==> config.mk <==
export PLATFORM = sky130hd
export DESIGN_NAME = ext_rd_seq
export DESIGN_NICKNAME = d
export VERILOG_FILES = /design/src/rtl/ext_rd_pkg.sv /design/src/rtl/ext_rd_space_dec.sv /design/src/rtl/ext_rd_strobe_timer.sv /design/src/rtl/ext_rd_capture.sv /design/src/rtl/ext_rd_seq.sv
export SDC_FILE = /design/constraint.sdc
export NUM_CORES = 1
export LEC_CHECK = 0
export BUFFER_PORTS_ARGS = -buffer_cell sky130_fd_sc_hd__buf_4
export CORE_MARGIN = 2
export CORE_UTILIZATION = 31
export DETAILED_ROUTE_END_ITERATION = 10
export GPL_ROUTABILITY_DRIVEN = 1
export GPL_TIMING_DRIVEN = 0
export PLACE_DENSITY = 0.67
export SYNTH_ARGS = -nofsm -noshare
export SYNTH_HDL_FRONTEND = slang
export SYNTH_SLANG_ARGS = --single-unit
==> constraint.sdc <==
create_clock -name clk -period 3 [get_ports clk]
set_input_delay 0.15 -clock clk [delete_from_list [all_inputs] [get_ports clk]]
set_output_delay 0.15 -clock clk [all_outputs]
set_load 0.02 [all_outputs]
==> src/rtl/ext_rd_pkg.sv <==
package ext_rd_pkg;
  localparam int SPACE_W = 3;
  localparam int NUM_SEL = 6;

  typedef enum logic [1:0] {
    ST_IDLE,
    ST_SETUP,
    ST_STROBE,
    ST_HOLD
  } rd_state_e;
endpackage

==> src/rtl/ext_rd_space_dec.sv <==
module ext_rd_space_dec #(
  parameter int SPACE_W = 3,
  parameter int NUM_SEL = 6
) (
  input  logic [SPACE_W-1:0] space,
  output logic [NUM_SEL-1:0] onehot,
  output logic               valid
);
  for (genvar i = 0; i < NUM_SEL; i++) begin : g_sel
    assign onehot[i] = (space == SPACE_W'(i));
  end
  assign valid = |onehot;
endmodule

==> src/rtl/ext_rd_strobe_timer.sv <==
module ext_rd_strobe_timer #(
  parameter int WAIT_W = 4
) (
  input  logic              clk,
  input  logic              rst,
  input  logic              start,
  input  logic [WAIT_W-1:0] wait_q,
  input  logic              ack,
  output logic              expire
);
  localparam int CNT_W = WAIT_W + 2;

  logic             run;
  logic [CNT_W-1:0] cnt;

  always_ff @(posedge clk) begin
    if (rst) begin
      run <= 1'b0;
      cnt <= '0;
    end else if (start) begin
      run <= 1'b1;
      cnt <= (CNT_W'(wait_q) + CNT_W'(1)) << 1;
    end else if (run) begin
      if (cnt == CNT_W'(1)) begin
        if (ack) begin
          run <= 1'b0;
          cnt <= '0;
        end else begin
          cnt <= CNT_W'(2);
        end
      end else begin
        cnt <= cnt - CNT_W'(1);
      end
    end
  end

  assign expire = run && (cnt == CNT_W'(1)) && ack;

  assert_cnt_live_R5: assert property (@(posedge clk) disable iff (rst)
    run |-> (cnt != '0));
  assert_ext_step_R5: assert property (@(posedge clk) disable iff (rst)
    (run && cnt == CNT_W'(1) && !ack) |=> (run && cnt == CNT_W'(2)));
endmodule

==> src/rtl/ext_rd_capture.sv <==
module ext_rd_capture #(
  parameter int DATA_W = 16
) (
  input  logic              clk,
  input  logic              rst,
  input  logic              take,
  input  logic [DATA_W-1:0] din,
  output logic              valid_q,
  output logic [DATA_W-1:0] data_q
);
  always_ff @(posedge clk) begin
    if (rst) begin
      valid_q <= 1'b0;
      data_q  <= '0;
    end else begin
      valid_q <= take;
      if (take) data_q <= din;
    end
  end
endmodule

==> src/rtl/ext_rd_seq.sv <==
module ext_rd_seq
  import ext_rd_pkg::*;
#(
  parameter int ADDR_W = 22,
  parameter int DATA_W = 16,
  parameter int WAIT_W = 4
) (
  input  logic                clk,
  input  logic                rst,
  input  logic                req_valid,
  input  logic [ADDR_W-1:0]   req_addr,
  input  logic [SPACE_W-1:0]  req_space,
  input  logic [WAIT_W-1:0]   wait_cnt,
  output logic                busy,
  output logic [NUM_SEL-1:0]  bus_sel_n,
  output logic [ADDR_W-1:0]   bus_addr,
  output logic                bus_rd_n,
  input  logic [DATA_W-1:0]   bus_data_in,
  input  logic                bus_ack,
  output logic                rsp_valid,
  output logic [DATA_W-1:0]   rsp_data
);
  localparam int LO_W = WAIT_W + 3;

  rd_state_e          state;
  logic [NUM_SEL-1:0] sel_hot;
  logic               space_ok;
  logic [WAIT_W-1:0]  wait_q;
  logic               expire;
  logic               accept;

  ext_rd_space_dec #(.SPACE_W(SPACE_W), .NUM_SEL(NUM_SEL)) i_dec (
    .space  (req_space),
    .onehot (sel_hot),
    .valid  (space_ok)
  );

  ext_rd_strobe_timer #(.WAIT_W(WAIT_W)) i_timer (
    .clk    (clk),
    .rst    (rst),
    .start  (state == ST_SETUP),
    .wait_q (wait_q),
    .ack    (bus_ack),
    .expire (expire)
  );

  ext_rd_capture #(.DATA_W(DATA_W)) i_cap (
    .clk     (clk),
    .rst     (rst),
    .take    (expire),
    .din     (bus_data_in),
    .valid_q (rsp_valid),
    .data_q  (rsp_data)
  );

  assign accept = req_valid && (state == ST_IDLE) && space_ok;

  always_ff @(posedge clk) begin
    if (rst) begin
      state     <= ST_IDLE;
      bus_sel_n <= '1;
      bus_addr  <= '0;
      bus_rd_n  <= 1'b1;
      wait_q    <= '0;
      busy      <= 1'b0;
    end else begin
      case (state)
        ST_IDLE: if (accept) begin
          state     <= ST_SETUP;
          bus_sel_n <= ~sel_hot;
          bus_addr  <= req_addr;
          wait_q    <= wait_cnt;
          busy      <= 1'b1;
        end
        ST_SETUP: begin
          state    <= ST_STROBE;
          bus_rd_n <= 1'b0;
        end
        ST_STROBE: if (expire) begin
          state    <= ST_HOLD;
          bus_rd_n <= 1'b1;
        end
        default: begin
          state     <= ST_IDLE;
          bus_sel_n <= '1;
          bus_addr  <= '0;
          busy      <= 1'b0;
        end
      endcase
    end
  end

  // Run-length counters feeding the timing checks below.
  logic [1:0]      hi_run;
  logic [LO_W-1:0] lo_run;

  always_ff @(posedge clk) begin
    if (rst) begin
      hi_run <= 2'd3;
      lo_run <= '0;
    end else begin
      hi_run <= bus_rd_n ? ((hi_run == 2'd3) ? hi_run : hi_run + 2'd1) : 2'd0;
      lo_run <= !bus_rd_n ? ((&lo_run) ? lo_run : lo_run + LO_W'(1)) : '0;
    end
  end

  assert_one_select_R2: assert property (@(posedge clk) disable iff (rst)
    $onehot0(~bus_sel_n));
  assert_sel_lead_R3: assert property (@(posedge clk) disable iff (rst)
    $fell(bus_rd_n) |-> ($past(bus_sel_n) != '1));
  assert_min_width_R4: assert property (@(posedge clk) disable iff (rst)
    $rose(bus_rd_n) |-> (lo_run >= ((LO_W'(wait_q) + LO_W'(1)) << 1)));
  assert_done_on_rise_R6: assert property (@(posedge clk) disable iff (rst)
    rsp_valid |-> $rose(bus_rd_n));
  assert_sel_held_R7: assert property (@(posedge clk) disable iff (rst)
    $rose(bus_rd_n) |-> (bus_sel_n != '1));
  assert_sel_release_R7: assert property (@(posedge clk) disable iff (rst)
    $rose(bus_rd_n) |=> (bus_sel_n == '1 && bus_addr == '0));
  assert_gap_R8: assert property (@(posedge clk) disable iff (rst)
    $fell(bus_rd_n) |-> (hi_run >= 2'd2));
  assert_busy_R9: assert property (@(posedge clk) disable iff (rst)
    !bus_rd_n |-> busy);
  assert_bad_space_R10: assert property (@(posedge clk) disable iff (rst)
    (state == ST_IDLE && req_valid && !space_ok) |=> (state == ST_IDLE));
endmodule

### Yosys cells after proc, flatten, opt, wreduce, memory -nomap -nowiden

Index checks and enable logic that the tools add are counted.

| storage, ports and cells | value |
|---|---|
| register bits | 60 |
| word-level logic and storage cells | 59 |

| cells by class | value |
|---|---|
| add/subtract/negate cells | 2 |
| equality and inequality tests | 10 |
| muxes and demuxes | 19 |
| bitwise logic cells | 2 |
| reductions and logical operators | 15 |

Operator list:

| cell | count |
|---|---|
| one-hot mux 22 bit (2 select lines) | 1 |
| 2-to-1 mux 6 bit | 4 |
| 2-to-1 mux 22 bit | 1 |
| one-hot mux 6 bit (2 select lines) | 1 |
| AND reduction 2 bit | 4 |
| == test 3 x 2 -> 1 bit, second input constant | 2 |
| == test 3 bit, second input constant | 2 |
| == test 6 x 1 -> 1 bit, second input constant | 1 |
| 2-to-1 mux 1 bit | 6 |
| 2-to-1 mux 2 bit | 3 |
| NOT 6 bit | 1 |
| one-hot mux 2 bit (3 select lines) | 1 |
| OR reduction 6 bit | 1 |
| subtractor 6 x 1 -> 6 bit, second input constant | 1 |
| adder 4 x 1 -> 5 bit, second input constant | 1 |
| logical AND 1 bit | 4 |
| one-hot mux 1 bit (2 select lines) | 2 |
| nonzero test 2 bit | 2 |
| OR reduction 2 bit | 2 |
| == test 3 x 1 -> 1 bit, second input constant | 1 |
| logical NOT 3 bit | 1 |
| == test 2 x 1 -> 1 bit, second input constant | 1 |
| == test 2 bit, second input constant | 1 |
| logical NOT 2 bit | 1 |
| 3 further kinds | 3 |

### Logic depth before layout (Yosys ltp)

Gate-level depths: netlist of the first run.

| depth | value |
|---|---|
| depth after elaboration | 5 |
| depth in mapped cells | 7 |
| mapped depth without buffers | 6 |

### Cells and area by module

Synthesis of the first run repeated with hierarchy kept, for this count alone.

| second synthesis, totals | value |
|---|---|
| cell total of the unflattened synthesis | 222 |
| area, all modules | 2358.5 µm² |

By module, submodules not included:

| module | instances | cells an instance | area each (µm²) | seq. area each (µm²) |
|---|---|---|---|---|
| ext_rd_seq | 1 | 102 | 1238.7 | 720.7 |
| ext_rd_capture | 1 | 54 | 608.1 | 340.3 |
| ext_rd_strobe_timer | 1 | 59 | 460.4 | 140.1 |
| ext_rd_space_dec | 1 | 7 | 51.3 | 0.0 |

### Least setup slack after synthesis of the first run

OpenSTA, ideal clock, no wires.

| path | value |
|---|---|
| path kind | register to register |
| start point | register state[0] |
| end point | register bus_sel_n[2] |
| arrival | 1.591 ns |
| data required time | 2.878 ns |
| path slack | 1.287 ns |
| stages on the path, launching flop included | 6 |
| cells stage by stage | dfxtp_1 inv_1 ha_1 nand3b_1 or4b_1 o32a_1 |

| between the ends | value |
|---|---|
| cells in the longest elaborated chain, start to end | 5 |
| elaborated cells on any way between the ends | 10 |
| classes of those cells | eq/ne: 3; mux: 1; bitwise: 1; reduce/logical: 5 |

RTL lines:

| what | RTL line | text |
|---|---|---|
| start, declared | ext_rd_seq.sv:25 | `rd_state_e state;` |
| start signal, assigned | ext_rd_seq.sv:60 | `state <= ST_IDLE;` |
| start signal, assigned | ext_rd_seq.sv:69 | `state <= ST_SETUP;` |
| start signal, assigned | ext_rd_seq.sv:76 | `state <= ST_STROBE;` |
| logical NOT 2 bit | ext_rd_seq.sv:56, ext_rd_seq.sv:67 |  |
| logical AND 1 bit (2 in a row) | ext_rd_seq.sv:56 | `assign accept = req_valid && (state == ST_IDLE) && space_ok;` |
| inequality test 2 bit (no line) | n/a |  |
| AND reduction 2 bit (no line) | n/a |  |
| end signal, assigned | ext_rd_seq.sv:70 | `bus_sel_n <= ~sel_hot;` |
| end, declared | ext_rd_seq.sv:15 | `output logic [NUM_SEL-1:0] bus_sel_n,` |

Several ways; a longest one is shown, not always the timed one.
A chain may end at the register's enable or synchronous reset.

### Worst setup path in the final report of the first run

| path | value |
|---|---|
| start point | register state[0] |
| end point | register bus_addr[8] |

| between the ends | value |
|---|---|
| cells in the longest elaborated chain, start to end | 5 |
| elaborated cells on any way between the ends | 10 |
| classes of those cells | eq/ne: 3; mux: 1; bitwise: 1; reduce/logical: 5 |

RTL lines:

| what | RTL line | text |
|---|---|---|
| logical NOT 2 bit | ext_rd_seq.sv:56, ext_rd_seq.sv:67 |  |
| logical AND 1 bit (2 in a row) | ext_rd_seq.sv:56 |  |
| inequality test 2 bit (no line) | n/a |  |
| AND reduction 2 bit (no line) | n/a |  |
| end signal, assigned | ext_rd_seq.sv:71 | `bus_addr <= req_addr;` |
| end, declared | ext_rd_seq.sv:16 | `output logic [ADDR_W-1:0] bus_addr,` |

Several ways; a longest one is shown, not always the timed one.

==> results of run 1 <==
cell usage in the layout, fill, tap and decap left out, drive strengths merged:
cell,n
buf,100
dfxtp,60
nor2,47
a22oi,22
mux2i,22
clkbuf,20
a21oi,7
nand2b,7
nand2,7
ha,7
inv,5
nand3,5
nor3,5
o21ai,4
o31a,4
nor2b,3
o22ai,3
a211oi,3
clkinv,3
a21bo,2
o21bai,2
xnor2,2
or4b,2
o32a,2
nor4,2
or3,2
nand3b,1
a21o,1
nand4b,1
mux2,1
nor3b,1
a41oi,1
nor4bb,1
xor2,1
and2,1
a211o,1
bufinv,1
flip-flops by register name, summed over array words and instances (netlist names):
register / flops
bus_rd_n: 1
i_timer.run: 1
state: 2
busy: 1
wait_q: 4
bus_addr: 22
i_cap.valid_q: 1
i_timer.cnt: 6
bus_sel_n: 6
i_cap.data_q: 16
kinds of logic (layout without fill, tap and decap cells):
family                   Yosys count  in the layout  synth area share [%]
AND/OR/NAND/NOR                   85             85                  17.4
flip-flops                        60             60                  48.9
AO/OA/AOI/OAI                     52             52                  15.6
multiplexers                      23             23                  9.41
buffers and inverters             20            129                  4.07
adder cells (fa/ha/maj)            7              7                  3.56
XOR/XNOR                           3              3                  1.07
worst reg2reg max path: cells and delay by family (launching register included):
| family | cells | cell delay [ns] |
|---|---|---|
| simple gates | 2 | 0.33 |
| compound gates | 2 | 0.49 |
| flops | 1 | 0.38 |
| fa+ha+maj | 1 | 0.36 |
| buf+inv | 2 | 0.38 |
power by group through the flow:
stage	Clock, W	Combinational, W	Sequential, W
4_1_cts	0.000751	0.00109	0.00103
5_1_grt	0.000789	0.00120	0.00105
2_1_floorplan	0	0.000667	0.00112
3_5_place_dp	0	0.00108	0.00105
3_3_place_gp	0	0.00107	0.00104
6_report	0.000732	0.00108	0.00104
routing by layer:
layer / GRT usage, % / share of wire (%)
met1: 18.3 / 43
met2: 22.9 / 49
met3: 4.92 / 6.1
met4: 4.90 / 1.8
met5: 0 / 0
path summary, 6_finish.rpt:
| path | cells after the start | end | from | slack [ns] |
|---|---|---|---|---|
| worst max-delay path | 7 | bus_addr[8] | state[0] | 1.00 |
| worst min-delay path | 3 | i_cap.data_q[8] | bus_data_in[8] | 0.05 |
| worst max register to register | 7 | bus_addr[8] | state[0] | 1.00 |
| worst min register to register | 2 | busy | busy | 0.50 |
per-stage QoR:
step                instance area, um^2  util [%]  hold WS, ns
floorplan                          2460         -        0.279
global placement                   3290      42.8        0.381
detailed placement                 3290      42.8        0.389
CTS                                3490      45.4       0.0425
global route                       3490      45.4       0.0364
finish                             3490      45.4       0.0524
final cells by class:
cell class	instances	area share [%]
tap	102	3.65
multi-input combinational	170	33.1
buffer	15	2.33
inverter	5	0.537
timing repair buffer	94	20.2
clock buffer	11	4.34
sequential	60	34.4
clock inverter	4	1.40
==> key figures, run 1 <==
Detailed routing
  • Routed vias: roughly 2.2k
  • Vias/cell: ~4.7
  • DRT Pass-1 Iters: 6
  • Routed Antenna Nets: 0
  • Wire length per cell: 13.5 um
  • WL final: about 6200 um
  • DR iter-0 viols: between 100 and 150
  • DRC: 0

Floorplanning
  • I/O pins: 96
  • Vert. Die Dim: 93.1 um
  • Core Area: a little under 0.008 mm^2
  • Die X: ~93 um
  • Die ar.: roughly 0.0087 mm^2
  • FP Rows: 32
  • Initial core utilization: approximately a third

CTS
  • Worst skew pair latency: between 0.3 and 0.4 ns
  • H-tree depth: 3
  • Max Buffers Root-to-Sink: 2
  • Clock-pin slew on the worst setup and hold paths: about 0.07 ns
  • Clk root buf: clkbuf_8
  • Post-cts resize count: 0
  • CTS Buf Count: 9
  • Clock sink count: 60
  • Post CTS Setup Buffer Count: 0
  • Cts hold-fix bufs: 0
  • CTS tree: yes

Final layout
  • N_diodes: 0
  • Nets: roughly 410
  • Layout fillers: roughly 770
  • Area growth syn-to-layout: 42.0%
  • Multi-input logic area: about 0.0012 mm^2
  • Share of cells above drive strength 1: between 30% and 40%
  • Fin cells: approximately 460
  • Seq. cell area: about 0.0012 mm^2

Synthesis
  • Largest cells by area after synthesis: dfxtp_1, mux2i_1, nor2_1, a22oi_1, ha_1
  • Post-synth top cells: dfxtp_1, nor2_1, a22oi_1, mux2i_1, clkbuf_1
  • Most frequent cell after synthesis: dfxtp_1
  • Post-synth EDFFs: 0
  • Synth Register Bits: 60
  • Synth async-reset ratio: 0%
  • Avg Cell Area, Syn: 9.83 um^2
  • Synthesis Warnings: 0
  • Register area share after synthesis: between 40% and 50%
  • Share of Yosys cell area claimed by the top area cell type: 48.9%
  • Syn Inst Count: 250
  • Ys flop type: dfxtp_1
  • Area leader, netlist: dfxtp_1
  • Mapped Area: 0.00246 mm^2
  • Mapped Nets: about 310
  • Cell variety after synth: 41

STA
  • Fmax: approximately 500 MHz
  • Slew HR: between 60 and 70%
  • RSZ-0062 raised after global routing: no
  • Worst-margin pin slew: roughly 0.51 ns
  • Hold Fails Final Rpt: 0
  • Post-route setup slack: 1.00 ns
  • Period Utilization, post-route: between 60 and 70%
  • Final max-slew violation count: 0
  • Final worst path period need: ~2 ns
  • Finish-stage setup viols: 0
  • Sum Neg Setup Slack: 0 ns
  • Max Clock Skew: between 0.003 and 0.004 ns

Placed design
  • DP HPWL: 4670 um
  • Port bufs: 94
  • Placed Cells: 446
  • DP Worst Slack: roughly 0.96 ns
  • RD Place Congestion: about 0.75

Power and ir drop
  • Switching power: ~0.0010 W
  • Logic pwr share: 37.9%
  • Int Power: about 0.0018 W
  • Seq pwr share: 36.4%
  • Static Leak: between 1.5 and 2 nW
  • Pwr/cell area: 815 mW/mm^2
  • Peak VDD IR: about 0.54 mV
  • Clock power share: 25.7%
  • Switching Share: a little over a third
  • Tot Pwr: between 0.002 and 0.003 W

Worst setup path
  • Slowest stage cell on the critical path: dfxtp_1
  • Crit end category: flop
  • CP arrival: 2.26 ns
  • CP max FO: 10
  • Setup CP Type: reg -> reg
  • Critical path launch point type: flop
  • CP cell instances: inv_1 > ha_1 > nand3b_1 > a21oi_1 > buf_2 > a22oi_1 > nor2_1
  • Largest stage delay on the critical path: around 0.38 ns
  • Critical path's top delay family: compound AO/OA/AOI/OAI gates
  • Crit path required time: about 3.3 ns
  • Crit path buffers/inverters: 2

Global route
  • Initial antenna violation count: 0
  • First-pass GRT wire length: 9960 um
  • Largest net degree at the start of global routing: 11
  • Global route total overflow: 0
  • Gr usage total: roughly 14%
  • Vias in the first global route: about 2.1k

Outcome
  • Status: complete, no violations

Hold path
  • Hold WC Path Type: in -> reg

Job
  • Max cap viols: 0
Power figures use the tool's default switching activity.
==> inputs of run 2 (changes only) <==
--- a/config.mk
+++ b/config.mk
@@ -5,13 +5,14 @@
 export SDC_FILE = /design/constraint.sdc
 export NUM_CORES = 1
 export LEC_CHECK = 0
+export ABC_AREA = 1
 export BUFFER_PORTS_ARGS = -buffer_cell sky130_fd_sc_hd__buf_4
 export CORE_MARGIN = 2
 export CORE_UTILIZATION = 31
 export DETAILED_ROUTE_END_ITERATION = 10
 export GPL_ROUTABILITY_DRIVEN = 1
 export GPL_TIMING_DRIVEN = 0
-export PLACE_DENSITY = 0.67
+export PLACE_DENSITY = 0.69
 export SYNTH_ARGS = -nofsm -noshare
 export SYNTH_HDL_FRONTEND = slang
 export SYNTH_SLANG_ARGS = --single-unit
==> constraint.sdc (replaced) <==
create_clock -name clk -period 1.7 [get_ports clk]
set_input_delay 0.085 -clock clk [delete_from_list [all_inputs] [get_ports clk]]
set_output_delay 0.085 -clock clk [all_outputs]
set_load 0.02 [all_outputs]
==> run 2 against run 1 <==
  * Sequential power is 81% higher
  * Clock-buffer cell count is 1 lower
  * Die area is 0.39% higher
  * Clock power is 91% higher
  * Critical endpoint is now bus_sel_n[3]
  * First-iteration DRC count is 45% lower
  * Routed wire length is 8.9% higher
  * Largest cell class unchanged
  * Via count is 15% higher
  * Global-route usage is 1.7 points higher
  * Sequential share of layout area is 3.7 points lower
  * Area after synthesis is 0.41% higher
==> key figures, run 2 <==
Worst setup path
  • CP cell instances: inv_1 > ha_4 > nand3_4 > nand2_2 > nand2_4 > inv_1 > o21ai_0 > nand2_1
  • CP arrival: approximately 1.7 ns
  • Crit path required time: approximately 1.9 ns
  • Crit end category: flop
  • CP max FO: 9
  • Critical path's top delay family: simple AND/OR/NAND/NOR gates
  • Slowest stage cell on the critical path: dfxtp_1
  • Crit path buffers/inverters: 2
  • Critical path launch point type: flop
  • Setup CP Type: reg -> reg
  • Largest stage delay on the critical path: 0.39 ns
  • CP most frequent cell: inv_1

Synthesis
  • Ys flop type: dfxtp_1
  • Synth Register Bits: 60
  • Post-synth top cells: nand2_1, dfxtp_1, nor2_1
  • Synthesis Warnings: 0
  • Synth async-reset ratio: 0%
  • Register area share after synthesis: 48.7%
  • Mapped Nets: 377
  • Post-synthesis mux area share: 0%
  • Post-synthesis xor/xnor area fraction: 1.42%
  • Cell variety after synth: 27
  • Post-synth EDFFs: 0
  • Share of Yosys cell area claimed by the top area cell type: roughly half
  • Adder-Cell Fraction of Synth Area: about 3.5%
  • Avg Cell Area, Syn: just under 8 um^2
  • Largest family of logic cells by synthesized area: simple AND/OR/NAND/NOR gates
  • Post-synthesis compound-gate area fraction: between 10% and 20%
  • Largest cells by area after synthesis: dfxtp_1, nand2_1, nor2_1, a21oi_1, o21ai_0
  • Syn Inst Count: around 320
  • Area leader, netlist: dfxtp_1
  • Mapped Area: ~0.0025 mm^2
  • Most frequent cell after synthesis: nand2_1
  • Post-Synth Simple-Gate Area: roughly a quarter

Floorplanning
  • FP Rows: 32
  • Die ar.: around 0.0087 mm^2
  • Die X: around 93 um
  • I/O pins: 96
  • Core Area: 0.00773 mm^2
  • Initial core utilization: a little under a third
  • Vert. Die Dim: around 93 um

Power and ir drop
  • Pwr/cell area: about 1400 mW/mm^2
  • Static Leak: 1.71 nW
  • Peak VDD IR: 0.834 mV

STA
  • RSZ-0062 raised after global routing: no
  • Finish-stage setup viols: 0
  • Sum Neg Setup Slack: 0 ns
  • Slew HR: roughly two thirds
  • Max Clock Skew: 0.0115 ns
  • Final max-slew violation count: 0
  • Period Utilization, post-route: 89.3%
  • Worst-margin pin slew: 0.516 ns
  • Hold Fails Final Rpt: 0
  • Final worst path period need: between 1.5 and 2 ns
  • Fmax: roughly 660 MHz

Global route
  • Initial antenna violation count: 0
  • Largest net degree at the start of global routing: 12
  • Gr usage total: ~16%
  • First-pass GRT wire length: ~11000 um
  • Global route total overflow: 0
  • Vias in the first global route: ~2.5k

Final layout
  • Share of cells above drive strength 1: between 20% and 30%
  • Commonest non-fill, non-tap cell in the layout: buf_4
  • Highest-count cells in the layout ignoring fill and taps: buf_4, nand2_1, dfxtp_1
  • N_diodes: 0
  • Area growth syn-to-layout: 58.3%
  • Final instance area: 0.00391 mm^2
  • Layout fillers: 730
  • Fin cells: between 500 and 600
  • Seq. cell area: around 0.0012 mm^2
  • Most flop-heavy register: bus_addr
  • Nets: approximately 520
  • Top Registers: bus_addr: 22 flops, i_cap.data_q: 16 flops
  • Multi-input logic area: between 0.001 and 0.0015 mm^2
  • Max reg flops: 22

Job
  • Max cap viols: 0

CTS
  • Max Buffers Root-to-Sink: 2
  • Clock sink count: 60
  • Clk root buf: clkbuf_8
  • H-tree depth: 3
  • Worst skew pair latency: 0.34 ns
  • CTS tree: yes
  • Clock-pin slew on the worst setup and hold paths: approximately 0.070 ns
  • CTS Buf Count: 9

Hold path
  • Hold WC Path Type: in -> reg

Detailed routing
  • DRC: 0
  • Vias/cell: about 4.4
  • WL final: about 6800 um
  • DR iter-0 viols: 66
  • Wire length per cell: approximately 12 um
  • Routed vias: between 2k and 3k
  • DRT Pass-1 Iters: 4
  • Routed Antenna Nets: 0

Placed design
  • DP Area: 0.00331 mm^2
  • DP HPWL: between 4000 and 5000 um
  • Placed Cells: about 520
  • Port bufs: 95
  • RD Place Congestion: around 0.84

Outcome
  • Status: complete, no violations
## run 2: cell types whose count changed after synthesis, moves of 4 or more
cell | before | now
nand2_1 | 7 | 74
nand2b_1 | 7 | 0
mux2i_1 | 22 | 0
o21ai_0 | 4 | 25
nor2_1 | 46 | 52
nand3_1 | 5 | 12
inv_1 | 5 | 20
buf_2 | 4 | 0
a21oi_1 | 7 | 32
o21ai_1 | 0 | 6
a22oi_1 | 22 | 0
## run 2: kinds of logic after synthesis
kind of cell / Yosys count
AND/OR/NAND/NOR: 149
AO/OA/AOI/OAI: 67
flip-flops: 60
buffers and inverters: 34
adder cells (fa/ha/maj): 7
XOR/XNOR: 4
## run 2: timing repair
action,4_1_cts,5_1_grt
gates resized for setup,0,5
hold buffers,36,0
buffers inserted,0,0
endpoints found under the setup margin,0,28
endpoints found under the hold margin,36,0
## run 2: through the flow
step	power (W)	util [%]	setup slack [ns]	hold WS, ns
after detailed placement	0.00417	42.8	0.00917	0.327
final	0.00566	50.6	0.181	0.0158
after global routing	0.00609	50.6	0.0182	0.0165
after global placement	0.00411	42.8	0.0782	0.318
after CTS	0.00565	50.3	0.00263	0.00348
after floorplan	0.00347	-	0.273	0.228
## run 2: cell type report
class,count,area share (%)
Timing Repair Buffer,131,27.5
Sequential cell,60,30.7
Clock inverter,6,2.27
Multi-Input combinational cell,227,28.4
Tap cell,102,3.27
Clock buffer,10,3.27
Inverter,22,2.24
Buffer,12,2.34
## run 2: worst paths after layout
path                                      from         endpoint  slack [ns]  cells past startpoint
worst max register to register        state[0]     bus_sel_n[3]        0.18                      8
worst max-delay path                  state[0]     bus_sel_n[3]        0.18                      8
worst min register to register            busy             busy        0.47                      2
worst min-delay path            bus_data_in[4]  i_cap.data_q[4]        0.02                      3
## run 2: power by group
part           total (W)  internal [W]  switching [W]
Combinational    0.00237      0.000974        0.00140
Sequential       0.00188       0.00168       0.000202
Clock            0.00140      0.000825       0.000577
Total            0.00566       0.00348        0.00218
## run 2: metal layers
layer  part of all wire [%]  GRT usage [%]  up-vias
met1                     43           18.0     1136
met5                      0              0        -
met3                    5.1           5.40        9
met4                    1.1           5.15        0
met2                     51           28.6       58
li1                       -              -     1317
## run 2: worst min-delay path, cell delays in order
cell     delay [ns]
buf_4          0.07
o21ai_0        0.07
nor2_1         0.09
==> inputs of run 3 (changes only) <==
--- a/config.mk
+++ b/config.mk
@@ -12,7 +12,7 @@
 export DETAILED_ROUTE_END_ITERATION = 10
 export GPL_ROUTABILITY_DRIVEN = 1
 export GPL_TIMING_DRIVEN = 0
-export PLACE_DENSITY = 0.69
+export PLACE_DENSITY = 0.67
 export SYNTH_ARGS = -nofsm -noshare
 export SYNTH_HDL_FRONTEND = slang
 export SYNTH_SLANG_ARGS = --single-unit
==> constraint.sdc (replaced) <==
create_clock -name clk -period 1.97 [get_ports clk]
set_input_delay 0.0985 -clock clk [delete_from_list [all_inputs] [get_ports clk]]
set_output_delay 0.0985 -clock clk [all_outputs]
set_load 0.02 [all_outputs]
==> run 3 against run 2 <==
  * Clock-buffer cell count down 1
  * Critical path type unchanged
  * Die area unchanged
  * Sequential share of layout area up 2.9 points
  * Core utilization down 4.3 points
  * Critical endpoint is now bus_sel_n[4]
  * Clock skew down 0.0013 ns
  * Highest routed layer unchanged
  * Routed wire length down 6.0%
  * Register-to-register slack better by 0.14 ns
==> key figures, run 3 (synthesis results as in run 2) <==
Outcome
  • Status: complete, no violations

STA
  • Period Utilization, post-route: 83.8%
  • RSZ-0062 raised after global routing: no
  • Final worst path period need: between 1.5 and 2 ns
  • Fmax: between 600 and 700 MHz
  • Hold Worst Slack: about 0.019 ns
  • Hold Fails Final Rpt: 0
  • Worst-margin pin slew: around 0.52 ns
  • Sum Neg Setup Slack: 0 ns
  • Finish-stage setup viols: 0
  • Final max-slew violation count: 0
  • Slew HR: about 66%
  • Max Clock Skew: 0.0102 ns

CTS
  • Clock-pin slew on the worst setup and hold paths: approximately 0.070 ns
  • CTS Buf Count: 9
  • CTS tree: yes
  • Max Buffers Root-to-Sink: 2
  • Post-cts resize count: 0
  • Worst skew pair latency: 0.33 ns
  • Clk root buf: clkbuf_8
  • H-tree depth: 3
  • Clock sink count: 60

Final layout
  • N_diodes: 0
  • Multi-input logic area: 0.00109 mm^2
  • Top Registers: bus_addr: 22 flops, i_cap.data_q: 16 flops
  • Share of cells above drive strength 1: between 20% and 30%
  • Highest-count cells in the layout ignoring fill and taps: buf_4, nand2_1, dfxtp_1
  • Seq. cell area: between 0.001 and 0.0015 mm^2
  • Commonest non-fill, non-tap cell in the layout: buf_4
  • Layout fillers: ~780
  • Max reg flops: 22
  • Util after Layout: a little under half
  • Nets: 488
  • Area growth syn-to-layout: 44.8%
  • Most flop-heavy register: bus_addr

Detailed routing
  • Routed vias: around 2.4k
  • WL final: around 6400 um
  • DRC: 0
  • DRT Pass-1 Iters: 4
  • DR iter-0 viols: slightly below 80
  • Routed Antenna Nets: 0
  • Wire length per cell: roughly 12 um
  • Vias/cell: around 4.5

Floorplanning
  • Die ar.: between 0.008 and 0.009 mm^2
  • Initial core utilization: a little under a third
  • FP Rows: 32
  • Die X: about 93 um
  • I/O pins: 96
  • Core Area: between 0.007 and 0.008 mm^2
  • Vert. Die Dim: 93.2 um

Placed design
  • RD Place Congestion: around 0.85
  • Port bufs: 95
  • DP HPWL: 4750 um

Global route
  • First-pass GRT wire length: slightly above 10000 um
  • GRT met1 Usage: 17.2%
  • Initial antenna violation count: 0
  • Largest net degree at the start of global routing: 12
  • Vias in the first global route: 2329
  • Met3 usage: 5.32%
  • Met2 Use GR: between 20% and 30%
  • GRT Max-Usage Layer: met2
  • Gr usage total: between 10% and 20%
  • Global route total overflow: 0

Power and ir drop
  • Peak VDD IR: approximately 0.7 mV
  • Pwr/cell area: around 1300 mW/mm^2
  • Static Leak: 1.59 nW

Hold path
  • Hold path startpoint: req_addr[10]
  • Hold WC Path Type: in -> reg

Worst setup path
  • CP arrival: ~1.8 ns
  • Crit end category: flop
  • Worst setup path startpoint: state[0]
  • Crit path required time: between 2 and 2.5 ns
  • Worst r2r src: state[0]
  • Critical path launch point type: flop
  • Setup CP Type: reg -> reg
  • CP max FO: 9

Job
  • Max cap viols: 0
-- run 3: cell count changes in the layout (fill, tap and decap cells not counted) --
cell / previous run / this run
dlygate4sd3_1: 36 / 5
clkinv_2: 1 / 3
clkbuf_1: 7 / 6
clkinvlp_4: 2 / 1
ha_1: 6 / 7
ha_4: 1 / 0
inv_1: 19 / 20
inv_2: 2 / 1
nand2_1: 73 / 74
nand2_2: 3 / 2
nand3_2: 0 / 1
nand3_4: 2 / 1
-- run 3: where the power goes --
part	switching (W)	internal, W	total [W]
Clock	0.000480	0.000707	0.00119
Sequential	0.000179	0.00145	0.00163
Combinational	0.00116	0.000770	0.00193
Total	0.00182	0.00293	0.00475
-- run 3: final cells by class --
class | count | area share [%]
Inverter | 22 | 2.45
Clock buffer | 9 | 3.47
Buffer | 12 | 2.56
Timing Repair Buffer | 100 | 21.4
Tap cell | 102 | 3.57
Clock inverter | 7 | 2.56
Multi-Input combinational cell | 227 | 30.5
Sequential cell | 60 | 33.6
-- run 3: path summary, 6_finish.rpt --
check / end / cells past startpoint / slack [ns]
max: bus_sel_n[4] / 8 / 0.32
min reg2reg: bus_addr[6] / 2 / 0.46
min: bus_addr[10] / 3 / 0.02
max reg2reg: bus_sel_n[4] / 8 / 0.32
-- run 3: through the flow --
stage,setup slack (ns),instances,total power (W),instance area [um^2]
2_1_floorplan,0.543,321,0.00300,2470
3_3_place_gp,0.349,518,0.00354,3310
3_5_place_dp,0.308,518,0.00359,3310
4_1_cts,0.290,539,0.00481,3570
5_1_grt,0.0819,539,0.00514,3570
6_report,0.319,539,0.00475,3570
-- run 3: worst max-delay path, cell delays in order (launching register included) --
cell and delay [ns]:
dfxtp_1 0.38, inv_1 0.08, ha_1 0.25, nand3_2 0.17, nand2_1 0.16, nand2_4 0.15, inv_1 0.12, o21ai_0 0.12
nand3_1 0.10
-- run 3: repair_timing --
action                    CTS  global route
hold buffers                5             0
setup buffers               0             0
hold endpoints to repair    5             0
-- run 3: metal layers --
layer  vias up  wire length [um]
met5         -                 0
met3         9               422
met2        59              3130
met4         0               100
met1      1097              2720
li1       1257                 -
